[src/rtl/twc_pkg.sv]
package twc_pkg;

    localparam int VAL_W = 6;
    localparam int SEL_W = 2;
    localparam int OP_W  = 4;

    localparam logic [OP_W-1:0] OP_STEP   = 4'b0010;
    localparam logic [OP_W-1:0] OP_RD_TAP = 4'b1001;
    localparam logic [OP_W-1:0] OP_WR_TAP = 4'b1010;
    localparam logic [OP_W-1:0] OP_RD_STO = 4'b1011;
    localparam logic [OP_W-1:0] OP_WR_STO = 4'b1100;
    localparam logic [OP_W-1:0] OP_STO2T  = 4'b1101;
    localparam logic [OP_W-1:0] OP_T2STO  = 4'b1110;

    typedef enum logic [3:0] {
        PH_IDLE, PH_ADDR, PH_ACK_A, PH_INSTR, PH_ACK_I,
        PH_WDATA, PH_ACK_W, PH_RDATA, PH_MACK, PH_STEP, PH_SKIP
    } phase_e;

    typedef struct packed {
        logic start;
        logic stop;
        logic rise;
        logic fall;
        logic scl;
        logic sda;
    } bus_evt_t;

    typedef struct packed {
        logic [OP_W-1:0]  op;
        logic [SEL_W-1:0] sel;
        logic [VAL_W-1:0] data;
    } cmd_t;

    function automatic logic [7:0] own_addr(input logic [2:0] pins);
        return {4'b0101, pins[2], pins[1], 1'b0, pins[0]};
    endfunction

    function automatic logic op_is_read(input logic [OP_W-1:0] op);
        return (op == OP_RD_TAP) || (op == OP_RD_STO);
    endfunction

    function automatic logic op_is_write(input logic [OP_W-1:0] op);
        return (op == OP_WR_TAP) || (op == OP_WR_STO);
    endfunction

    function automatic logic op_is_xfer(input logic [OP_W-1:0] op);
        return (op == OP_STO2T) || (op == OP_T2STO);
    endfunction

    function automatic logic op_known(input logic [OP_W-1:0] op);
        return op_is_read(op) || op_is_write(op) || op_is_xfer(op) || (op == OP_STEP);
    endfunction

endpackage

[src/rtl/twc_sync.sv]
module twc_sync
    import twc_pkg::*;
#(
    parameter int STAGES = 2
) (
    input  logic     clk,
    input  logic     rst,
    input  logic     scl_pin,
    input  logic     sda_pin,
    output bus_evt_t evt
);
    localparam int LINES = 2;

    logic [LINES-1:0]             pins;
    logic [LINES-1:0][STAGES-1:0] chain;
    logic [LINES-1:0]             now_l;
    logic [LINES-1:0]             prev_l;

    assign pins = {scl_pin, sda_pin};

    for (genvar g = 0; g < LINES; g++) begin : g_line
        always_ff @(posedge clk) begin
            if (rst) chain[g] <= '1;
            else     chain[g] <= {chain[g][STAGES-2:0], pins[g]};
        end
        assign now_l[g] = chain[g][STAGES-1];
    end

    always_ff @(posedge clk) begin
        if (rst) prev_l <= '1;
        else     prev_l <= now_l;
    end

    always_comb begin
        evt.scl   = now_l[1];
        evt.sda   = now_l[0];
        evt.rise  = now_l[1] & ~prev_l[1];
        evt.fall  = ~now_l[1] & prev_l[1];
        evt.start = now_l[1] & prev_l[1] & prev_l[0] & ~now_l[0];
        evt.stop  = now_l[1] & prev_l[1] & ~prev_l[0] & now_l[0];
    end

endmodule

[src/rtl/twc_stepper.sv]
module twc_stepper
    import twc_pkg::*;
(
    input  logic     clk,
    input  logic     rst,
    input  bus_evt_t evt,
    input  logic     active,
    output logic     step_up,
    output logic     step_dn
);
    logic armed;
    logic dir;

    always_ff @(posedge clk) begin
        if (rst || !active || evt.start || evt.stop) begin
            armed   <= 1'b0;
            dir     <= 1'b0;
            step_up <= 1'b0;
            step_dn <= 1'b0;
        end else begin
            step_up <= 1'b0;
            step_dn <= 1'b0;
            if (evt.rise) begin
                armed <= 1'b1;
                dir   <= evt.sda;
            end else if (evt.fall && armed) begin
                step_up <= dir;
                step_dn <= ~dir;
                armed   <= 1'b0;
            end
        end
    end

    AST_STEP_EXCLUSIVE: assert property (@(posedge clk) disable iff (rst)
        !(step_up && step_dn));
    AST_STEP_AFTER_FALL: assert property (@(posedge clk) disable iff (rst)
        (step_up || step_dn) |-> $past(evt.fall));

endmodule

[src/rtl/twc_ctrl.sv]
module twc_ctrl
    import twc_pkg::*;
(
    input  logic             clk,
    input  logic             rst,
    input  bus_evt_t         evt,
    input  logic [2:0]       dev_pins,
    input  logic [VAL_W-1:0] rd_data,
    output logic             sda_pull,
    output logic [SEL_W-1:0] rd_sel,
    output logic             rd_wiper,
    output logic             cmd_valid,
    output cmd_t             cmd,
    output logic             step_mode
);
    localparam logic [3:0] BYTE_END = 4'd8;

    phase_e          ph;
    logic [3:0]      nbit;
    logic [7:0]      rx;
    logic [7:0]      tx;
    logic [OP_W-1:0] op;
    logic [SEL_W-1:0] sel;
    logic [VAL_W-1:0] wval;
    logic            pend;

    always_ff @(posedge clk) begin
        if (rst) begin
            ph <= PH_IDLE; nbit <= '0; rx <= '0; tx <= '0;
            op <= '0; sel <= '0; wval <= '0; pend <= 1'b0;
            cmd_valid <= 1'b0;
        end else begin
            cmd_valid <= 1'b0;
            if (evt.start) begin
                ph   <= PH_ADDR;
                nbit <= '0;
                pend <= 1'b0;
            end else if (evt.stop) begin
                ph        <= PH_IDLE;
                cmd_valid <= pend;
                pend      <= 1'b0;
            end else begin
                unique case (ph)
                    PH_ADDR, PH_INSTR, PH_WDATA: begin
                        if (evt.rise) begin
                            rx   <= {rx[6:0], evt.sda};
                            nbit <= nbit + 4'd1;
                        end else if (evt.fall && nbit == BYTE_END) begin
                            nbit <= '0;
                            if (ph == PH_ADDR) begin
                                ph <= (rx == own_addr(dev_pins)) ? PH_ACK_A : PH_SKIP;
                            end else if (ph == PH_INSTR) begin
                                if (op_known(rx[7:4])) begin
                                    ph  <= PH_ACK_I;
                                    op  <= rx[7:4];
                                    sel <= rx[3:2];
                                end else begin
                                    ph <= PH_SKIP;
                                end
                            end else begin
                                ph   <= PH_ACK_W;
                                wval <= rx[VAL_W-1:0];
                                pend <= 1'b1;
                            end
                        end
                    end
                    PH_ACK_A: if (evt.fall) ph <= PH_INSTR;
                    PH_ACK_I: if (evt.fall) begin
                        if (op_is_read(op)) begin
                            ph <= PH_RDATA;
                            tx <= {2'b00, rd_data};
                        end else if (op_is_write(op)) begin
                            ph <= PH_WDATA;
                        end else if (op_is_xfer(op)) begin
                            ph   <= PH_SKIP;
                            pend <= 1'b1;
                        end else begin
                            ph <= PH_STEP;
                        end
                    end
                    PH_ACK_W: if (evt.fall) ph <= PH_SKIP;
                    PH_RDATA: begin
                        if (evt.rise) begin
                            nbit <= nbit + 4'd1;
                        end else if (evt.fall) begin
                            if (nbit == BYTE_END) begin
                                ph   <= PH_MACK;
                                nbit <= '0;
                            end else begin
                                tx <= {tx[6:0], 1'b0};
                            end
                        end
                    end
                    PH_MACK: if (evt.fall) ph <= PH_SKIP;
                    default: ;
                endcase
            end
        end
    end

    assign sda_pull  = (ph == PH_ACK_A) || (ph == PH_ACK_I) || (ph == PH_ACK_W)
                     || ((ph == PH_RDATA) && !tx[7]);
    assign rd_sel    = sel;
    assign rd_wiper  = (op == OP_RD_TAP);
    assign step_mode = (ph == PH_STEP);
    assign cmd       = '{op: op, sel: sel, data: wval};

    AST_PULL_MOVES_SCL_LOW: assert property (@(posedge clk) disable iff (rst)
        !$stable(sda_pull) |-> !evt.scl);
    AST_PULL_AFTER_FALL: assert property (@(posedge clk) disable iff (rst)
        $rose(sda_pull) |-> $past(evt.fall));
    AST_NACK_FOREIGN_ADDR: assert property (@(posedge clk) disable iff (rst)
        (ph == PH_ADDR && evt.fall && nbit == BYTE_END && rx != own_addr(dev_pins))
        |=> !sda_pull);
    AST_CMD_AFTER_STOP: assert property (@(posedge clk) disable iff (rst)
        cmd_valid |-> $past(evt.stop));
    AST_START_ABORTS: assert property (@(posedge clk) disable iff (rst)
        evt.start |=> (ph == PH_ADDR && !pend));

endmodule

[src/rtl/twowire_cmd_slave.sv]
module twowire_cmd_slave
    import twc_pkg::*;
#(
    parameter int SYNC_STAGES = 2
) (
    input  logic             clk,
    input  logic             rst,
    input  logic             scl_in,
    input  logic             sda_in,
    input  logic [2:0]       dev_pins,
    input  logic [VAL_W-1:0] rd_data,
    output logic             sda_pull,
    output logic [SEL_W-1:0] rd_sel,
    output logic             rd_wiper,
    output logic             cmd_valid,
    output logic [OP_W-1:0]  cmd_op,
    output logic [SEL_W-1:0] cmd_sel,
    output logic [VAL_W-1:0] cmd_data,
    output logic             step_up,
    output logic             step_dn
);
    bus_evt_t evt;
    cmd_t     cmd;
    logic     step_mode;

    twc_sync #(.STAGES(SYNC_STAGES)) u_sync (
        .clk(clk), .rst(rst), .scl_pin(scl_in), .sda_pin(sda_in), .evt(evt)
    );

    twc_ctrl u_ctrl (
        .clk(clk), .rst(rst), .evt(evt), .dev_pins(dev_pins), .rd_data(rd_data),
        .sda_pull(sda_pull), .rd_sel(rd_sel), .rd_wiper(rd_wiper),
        .cmd_valid(cmd_valid), .cmd(cmd), .step_mode(step_mode)
    );

    twc_stepper u_step (
        .clk(clk), .rst(rst), .evt(evt), .active(step_mode),
        .step_up(step_up), .step_dn(step_dn)
    );

    assign cmd_op   = cmd.op;
    assign cmd_sel  = cmd.sel;
    assign cmd_data = cmd.data;

endmodule

[config.mk]
export PLATFORM = sky130hd
export DESIGN_NAME = twowire_cmd_slave
export DESIGN_NICKNAME = d
export VERILOG_FILES = /design/src/rtl/twc_pkg.sv /design/src/rtl/twc_sync.sv /design/src/rtl/twc_stepper.sv /design/src/rtl/twc_ctrl.sv /design/src/rtl/twowire_cmd_slave.sv
export SDC_FILE = /design/constraint.sdc
export NUM_CORES = 1
export LEC_CHECK = 0
export ABC_CLOCK_PERIOD_IN_PS = 2500
export BUFFER_PORTS_ARGS = -buffer_cell sky130_fd_sc_hd__buf_4
export CORE_UTILIZATION = 45
export DETAILED_ROUTE_END_ITERATION = 10
export PLACE_DENSITY = 0.67
export REMOVE_ABC_BUFFERS = 1
export SYNTH_ARGS = -nofsm -noshare
export SYNTH_HDL_FRONTEND = slang
export SYNTH_SLANG_ARGS = --single-unit
export TNS_END_PERCENT = 10
[constraint.sdc]
create_clock -name clk -period 2.5 [get_ports clk]
set_input_delay 0 -clock clk [delete_from_list [all_inputs] [get_ports clk]]
set_output_delay 0 -clock clk [all_outputs]
set_load 0.01 [all_outputs]
=== After elaboration in Yosys (flattened, before gate mapping) ===
Cells that the tools add are included.

* Flip-flop bits (word level): 48
* Input bits: 13
* Output and inout port bits: 19
* Word-level logic and storage cells: 167

* $add $sub $neg: 1
* Equal/unequal tests: 50
* Multiplexer cells: 41
* Bitwise logic cells: 18
* Reductions and logical operators: 40

{| class="wikitable"
|+ Operators with widths
! cell !! number
|-
| $mux W4 || 19
|-
| $eq A4 B4 Y1 const B || 15
|-
| $mux W8 || 5
|-
| $reduce_and A9 Y1 || 3
|-
| $ne A4 B1 Y1 const B || 6
|-
| $pmux W4 S5 || 1
|-
| $eq A4 B3 Y1 const B || 4
|-
| $ne A2 B1 Y1 const B || 8
|-
| $pmux W8 S2 || 1
|-
| $reduce_and A8 Y1 || 2
|-
| $logic_or A1 B1 Y1 || 15
|-
| $ne A2 B2 Y1 const B || 7
|-
| $eq A4 B2 Y1 const B || 3
|-
| $mux W1 || 12
|-
| $reduce_or A3 Y1 || 4
|-
| $not A1 Y1 || 11
|-
| $ne A3 B2 Y1 const B || 3
|-
| $eq A8 B7 Y1 || 1
|-
| $ne A4 B2 Y1 const B || 2
|-
| $pmux W4 S2 || 1
|-
| $reduce_bool A2 Y1 || 4
|-
| $and A1 B1 Y1 || 7
|-
| $reduce_and A7 Y1 || 1
|-
| $reduce_bool A7 Y1 || 1
|-
| 10 further kinds || 14
|}

=== Logic depth before layout (Yosys ltp) ===
Gate-level depths: netlist of the first run.

* Depth after elaboration: 13
* Gate-level depth with buffers: 8
* Gate-level depth less buffers: 7

=== By module ===
Synthesis of the first run repeated with hierarchy kept, for this count alone.

* Cells, all modules: 257
* Area, all modules: 2349.8 sq um

{| class="wikitable"
|+ Modules (own cells, without submodules)
! module !! instances !! cells each !! area each (sq um) !! sequential area each (sq um)
|-
| twc_ctrl || 1 || 225 || 1985.7 || 760.7
|-
| twc_sync || 1 || 18 || 205.2 || 120.1
|-
| twc_stepper || 1 || 14 || 158.9 || 80.1
|}

=== Worst setup path before layout of the first run ===
Ideal clock, no wire load.

* Kind: register to register
* Start point: register u_ctrl.nbit[0]
* End point: register u_ctrl.tx[7]
* Setup time: 0.067 ns
* Data arrival time: 1.563 ns
* Required time: 2.433 ns
* Path slack: 0.869 ns
* Cell stages (with the launch flop): 9
* Buffers on the path: 1
* Clock period less this slack: 1.631 ns
* Cells stage by stage: dfxtp_1 -> inv_1 -> ha_1 -> and3b_1 -> nor2_1 -> o21ai_2 -> buf_6 -> or3_1 -> a21oi_2

* Cells in the longest elaborated chain, start to end: 3

{| class="wikitable"
|+ RTL lines
! what !! RTL line !! source
|-
| start, declared || twc_ctrl.sv:19 || <nowiki>logic [3:0] nbit;</nowiki>
|-
| start signal, assigned || twc_ctrl.sv:47 || <nowiki>nbit <= nbit + 4'd1;</nowiki>
|-
| start signal, assigned || twc_ctrl.sv:84 || <nowiki>nbit <= nbit + 4'd1;</nowiki>
|-
| $eq A4 B4 Y1 || twc_ctrl.sv:86 || <nowiki>if (nbit == BYTE_END) begin</nowiki>
|-
| $ne A2 B2 Y1 (no source line) || - ||
|-
| $reduce_and A8 Y1 (no source line) || - ||
|-
| end signal, assigned || twc_ctrl.sv:71 || <nowiki>tx <= {2'b00, rd_data};</nowiki>
|-
| end signal, assigned || twc_ctrl.sv:90 || <nowiki>tx <= {tx[6:0], 1'b0};</nowiki>
|-
| end, declared || twc_ctrl.sv:21 || <nowiki>logic [7:0] tx;</nowiki>
|}

No other way between the ends.
A chain may end at the register's enable or synchronous reset.

=== Worst setup path in the final report of the first run ===
* Start point: register u_ctrl.ph[3]
* End point: register u_ctrl.tx[2]

* Cells in the longest elaborated chain, start to end: 3
* Elaborated cells on any way between the ends: 10
* Classes of those cells: 7 x eq/ne; 1 x mux; 2 x reduce/logical

{| class="wikitable"
|+ RTL lines
! what !! RTL line !! source
|-
| start, declared || twc_ctrl.sv:18 || <nowiki>phase_e ph;</nowiki>
|-
| start signal, assigned || twc_ctrl.sv:51 || <nowiki>ph <= (rx == own_addr(dev_pins)) ? PH_ACK_A : PH_SKIP;</nowiki>
|-
| $eq A4 B3 Y1 || twc_ctrl.sv:43 || <nowiki>unique case (ph)</nowiki>
|-
| $ne A2 B1 Y1 (no source line), or another cell as far along || - ||
|-
| $reduce_and A8 Y1 (no source line) || - ||
|}

Parallel ways exist; a longest one is shown, timed or not.

==> flow_summary.ini, run 1 <==
[global_route]
top_usage_layer = met2
grt_first_pass_wirelength_um = 8090
gr-total-overflow = 0
gr-usage-met3_pct = 3.98
grtUsageMet1_pct = 27.3
grtUsageTotal_pct = 19.1
use_met2_pct = 29.7
grt_start_max_net_pins = 39
grt_pass1_vias = 1690
antenna_found_initial = 0

[clock_network]
clock_latency_ns = 0.29
clock-sinks = 48
cts_tree = yes
path_clk_slew_ns = 0.08
clockBufferDepth = 2
ctsHoldBuffers = 3
htreeDepth = 2
post_cts_resized = 0
post-cts-setup-buffers = 0
cts-root-buf = clkbuf_8
cts_buffers = 5

[outcome]
outcome = complete, no violations

[placement]
numPortBuffers = 31
post-dp-hpwl_um = 3280
pre_cts_slack_ns = 0.602
place_congestion = 0.775

[critical_path]
critical_path.max_stage_delay_ns = 0.63
slowest_stage = dfxtp_1
crit_path_max_fanout = 12
crit_chain = nand4b_4, nor2_1, o21ai_2, mux2i_1, nor2_1
cp-end-kind = flip-flop
cp.required_ns = 2.67
cp-start-kind = flip-flop
path_class = reg -> reg
arrival_ns = 2.11
critPathMostFrequentCell = nor2_1

[final_layout]
antennaDiodeCount = 0
layout_commonest_cell = dfxtp_1
drive_gt1_share_pct = 22.1
layout_common_cells = 48 x dfxtp_1, 34 x buf_4, 27 x nor2_1
fin_nets = 301
synthToLayoutAreaGrowth_pct = 16.8
nFillCells = 477

[yosys]
synth-edff-count = 0
avgSynthCellArea_um2 = 8.92
yosysWarnings = 0
netlist_instances = 257
ys_ff_latch = 48
async_flop_share_pct = 0
synth_cell_types = 50
yosysSeqAreaShare_pct = 41.9
synthesis.area_mm2 = 0.00229
synth_ff_type = dfxtp_1

[sta]
worst_pin_slew_ns = 0.556
finalSetupViolations = 0
slew_headroom_pct = 62.9
finalHoldViolCount = 0
setup_tns_ns = 0
period_share_pct = 77.6
skew_ns = 0.00503
setup_ws_ns = 0.560
min_period_ns = 1.94
fmax_mhz = 515
drv_slew = 0
rsz0062_at_grt = no

[floorplan]
initial_core_util_pct = 47.6
core_area_mm2 = 0.00482
chipWidth_um = 73.4
dieHeight_um = 73.4
rows = 25
ioPinCount = 32
die_area_mm2 = 0.00539

[power_and_ir_drop]
power_density_mw_per_mm2 = 514
vdd_drop_max_uv = 313
power_leakage_nw = 1.04

[route]
viasPerCell = 5.29
drt_pass1_iterations = 4
wl_per_cell_um = 13.5
first_iter_violations = 83
vias = 1861
drcViolationCount = 0
routed_wl_um = 4740
antenna_left = 0

[min_path]
hold_class = in -> reg

[run]
cap_violations = 0
[final cells by class]
class	instances	area [µm²]	area share, %
Tap cell	67	83.8	3.13
Inverter	9	33.8	1.26
Clock buffer	5	68.8	2.57
Timing Repair Buffer	37	285	10.6
Multi-Input combinational cell	185	1220	45.4
Clock inverter	1	30.0	1.12
Sequential cell	48	961	35.9
[cell usage after synthesis, types with 5 or more instances]
| cell type | number | share of area [%] |
|---|---|---|
| dfxtp_1 | 48 | 42 |
| nor2_1 | 27 | 4.4 |
| nand2_1 | 23 | 3.8 |
| a21oi_1 | 22 | 4.8 |
| mux2i_1 | 17 | 7.4 |
| nand3_1 | 12 | 2.6 |
| inv_1 | 9 | 1.5 |
| buf_2 | 6 | 1.3 |
| nor3_1 | 6 | 1.3 |
| or2_2 | 6 | 1.6 |
| xor2_1 | 6 | 2.3 |
| clkbuf_1 | 5 | 0.82 |
| mux2_2 | 5 | 2.5 |
| nand3b_1 | 5 | 1.6 |
[layer usage]
layer | share of wire [%] | vias up | wire [µm]
met2 | 45 | 41 | 2140
met3 | 4.3 | 2 | 202
li1 | - | 962 | -
met4 | 0.27 | 0 | 13
met1 | 50 | 856 | 2390
met5 | 0 | - | 0
[path summary, 6_finish.rpt]
kind,endpoint,slack [ns],startpoint,cells after the start
setup / recovery,u_ctrl.tx[2],0.56,u_ctrl.ph[3],5
hold / removal,u_ctrl.tx[4],0.07,rd_data[4],4
setup reg to reg,u_ctrl.tx[2],0.56,u_ctrl.ph[3],5
hold reg to reg,u_sync.evt[1],0.42,u_sync.chain[2],1
[cells by family after synthesis]
logic type	count (synthesis)	share of synthesized area, %
and+or+nand+nor	104	25.2
AOI/OAI and AO/OA	49	13.9
DFF	48	41.9
buffers and inverters	24	5.07
muxes	22	9.87
xor gates and xnor gates	8	3.06
adders and majority gates	2	1.09
[worst max-delay path, delay by kind of cell, from the launching register on]
| kind | cells | cell delay [ns] |
|---|---|---|
| compound gates | 1 | 0.47 |
| flops | 1 | 0.63 |
| mux | 1 | 0.28 |
| simple gates | 3 | 0.43 |
[registers in the layout, summed over array words and instances (netlist names)]
signal / cells
u_ctrl.cmd_valid: 1
u_ctrl.nbit: 4
u_ctrl.op: 4
u_ctrl.pend: 1
u_ctrl.ph: 4
u_ctrl.rd_sel: 2
u_ctrl.rx: 8
u_ctrl.tx: 8
u_ctrl.wval: 6
u_step.armed: 1
u_step.dir: 1
u_step.step_dn: 1
u_step.step_up: 1
u_sync.chain: 2
u_sync.evt: 2
u_sync.prev_l: 2
[through the flow]
step	area [µm²]	util (%)	std cells	power (mW)	hold slack [ns]
after floorplan	2210	-	242	0.827	0.0624
after global placement	2550	52.9	343	0.861	0.186
after detailed placement	2550	52.9	343	0.862	0.188
after CTS	2680	55.6	352	1.39	0.0716
after global routing	2680	55.6	352	1.43	0.117
final	2680	55.6	352	1.38	0.0700
[report_power, final]
part           total [mW]  switching, mW  internal, mW
registers           0.778        0.00909         0.769
logic              0.0695         0.0338        0.0357
clock network       0.528          0.241         0.287
total                1.38          0.284          1.09
Note: power is estimated with default switching activity, not from simulation.
==> run 2: changes to the inputs <==
--- a/config.mk
+++ b/config.mk
@@ -5,11 +5,11 @@
 export SDC_FILE = /design/constraint.sdc
 export NUM_CORES = 1
 export LEC_CHECK = 0
-export ABC_CLOCK_PERIOD_IN_PS = 2500
+export ABC_CLOCK_PERIOD_IN_PS = 1600
 export BUFFER_PORTS_ARGS = -buffer_cell sky130_fd_sc_hd__buf_4
 export CORE_UTILIZATION = 45
 export DETAILED_ROUTE_END_ITERATION = 10
-export PLACE_DENSITY = 0.67
+export PLACE_DENSITY = 0.7
 export REMOVE_ABC_BUFFERS = 1
 export SYNTH_ARGS = -nofsm -noshare
 export SYNTH_HDL_FRONTEND = slang
==> constraint.sdc (replaced) <==
create_clock -name clk -period 1.6 [get_ports clk]
set_input_delay 0 -clock clk [delete_from_list [all_inputs] [get_ports clk]]
set_output_delay 0 -clock clk [all_outputs]
set_load 0.01 [all_outputs]
==> run 2 against run 1 <==
The run now ends with setup timing left. Sequential share of layout area shrank 5.7 points. Setup slack lost 0.59 ns. Fmax grew 19%. Combinational power grew 110%. Sequential power grew 56%. Power grew 64%. Clock skew grew 0.0057 ns. Die area is the same. Routed wire length grew 18%. Worst hold slack lost 0.021 ns. Register-to-register slack lost 0.59 ns. Critical path type unchanged. Critical endpoint is now u_ctrl.rd_sel[1].
==> flow_summary.ini, run 2 (same netlist as run 1, synthesis figures left out) <==
[outcome]
outcome = complete, but fails checks
violations = setup timing

[sta]
skew_ns = 0.0107
fmax_mhz = 615
worst_pin_slew_ns = 0.387
period_share_pct = 102
rsz0062_at_grt = yes
finalSetupViolations = 6
min_period_ns = 1.63
finalHoldViolCount = 0
setup_ws_ns = -0.0259
slew_headroom_pct = 74.1
setup_tns_ns = -0.120
drv_slew = 0

[global_route]
top_usage_layer = met2
grtUsageTotal_pct = 21.8
grt_start_max_net_pins = 36
use_met2_pct = 36.9
grt_first_pass_wirelength_um = 9070
antenna_found_initial = 0
gr-total-overflow = 0
grtUsageMet1_pct = 28.1
gr-usage-met3_pct = 4.12
grt_pass1_vias = 1981

[final_layout]
fin_nets = 350
multiInputGateArea_mm2 = 0.00134
antennaDiodeCount = 0
regArea_um2 = 972
drive_gt1_share_pct = 40.8
layout_common_cells = 77 x buf_4, 41 x dfxtp_1, 26 x nor2_1
layout_commonest_cell = buf_4
finalCoreUtilization_pct = 66.9
synthToLayoutAreaGrowth_pct = 40.5
final-instance-count-excl-fill = 403
top_regs = u_ctrl.rx (8), u_ctrl.tx (8), u_ctrl.wval (6)
nFillCells = 410

[clock_network]
cts-root-buf = clkbuf_8
cts_tree = yes
clock-sinks = 48
htreeDepth = 2
clockBufferDepth = 2
cts_buffers = 5
path_clk_slew_ns = 0.10
clock_latency_ns = 0.31

[min_path]
hold_class = in -> reg

[critical_path]
crit_chain = or3b_4, nor2_1, and4_1, buf_6, mux2i_1, nor2_1
slowest_stage = or3b_4
path_class = reg -> reg
crit_path_max_fanout = 6
cp-start-kind = flip-flop
critPathMostFrequentCell = nor2_1
arrival_ns = 1.82
cp-end-kind = flip-flop
cp.required_ns = 1.80
critical_path.max_stage_delay_ns = 0.41

[route]
viasPerCell = 5.20
drt_pass1_iterations = 4
vias = 2096
wl_per_cell_um = 13.8
antenna_left = 0
drcViolationCount = 0
routed_wl_um = 5580
first_iter_violations = 86

[power_and_ir_drop]
vdd_drop_max_uv = 606
power_density_mw_per_mm2 = 702
power_leakage_nw = 1.31

[placement]
place_congestion = 0.945
numPortBuffers = 31
dp_cells = 384
post-dp-hpwl_um = 3840

[floorplan]
chipWidth_um = 73.4
dieHeight_um = 73.4
die_area_mm2 = 0.00539
initial_core_util_pct = 47.6
core_area_mm2 = 0.00482
ioPinCount = 32
rows = 25

[run]
cap_violations = 0
[run 2: worst paths after layout]
kind                    startpoint          endpoint  slack [ns]  cells after the start
setup reg to reg  u_sync.prev_l[1]  u_ctrl.rd_sel[1]       -0.03                      6
hold reg to reg    u_sync.chain[0]     u_sync.evt[0]        0.42                      1
setup / recovery  u_sync.prev_l[1]  u_ctrl.rd_sel[1]       -0.03                      6
hold / removal          rd_data[2]      u_ctrl.tx[2]        0.05                      4
[run 2: per-stage QoR]
| stage | power, mW | instance area (µm²) | hold WS (ns) | setup WS, ns |
|---|---|---|---|---|
| 6_report | 2.26 | 3220 | 0.0490 | -0.0259 |
| 5_1_grt | 2.34 | 3220 | 0.0508 | -0.0780 |
| 4_1_cts | 2.28 | 3080 | 0.0430 | -0.0119 |
| 3_5_place_dp | 1.37 | 2870 | 0.188 | -0.112 |
| 3_3_place_gp | 1.36 | 2870 | 0.186 | -0.0597 |
| 2_1_floorplan | 1.29 | 2210 | 0.0624 | -0.232 |
[run 2: timing repair]
item | in CTS | in global routing
hold buffers | 4 | 0
resized for setup | 9 | 30
pin swaps | 5 | 12
endpoints found under the setup margin | 20 | 34
buffers inserted | 3 | 4
endpoints found under the hold margin | 4 | 0
[run 2: cell type report]
cell class              instances  area share [%]
flip-flops and latches         48            30.2
repair buffers                 86            21.2
well taps                      67            2.60
clock buffers                   5            2.14
multi-input cells             185            41.4
clock inverters                 3            1.44
inverters                       9            1.05
[run 2: routing by layer]
metal  vias up  routed length (µm)
li1       1059                   -
met1       987                2550
met2        41                2740
met3         9                 206
met4         0                  79
met5         -                   0
[run 2: report_power, final]
group          leakage [nW]  internal, mW  switching [mW]
registers             0.391          1.20         0.00823
clock network        0.0548         0.471           0.438
logic                 0.865        0.0756          0.0699
[run 2: critical path: cells and delay by family (launching register included)]
family        cells  cell delay [ns]
simple gates      4             0.83
flops             1             0.36
mux               1             0.19
buf+inv           1             0.15
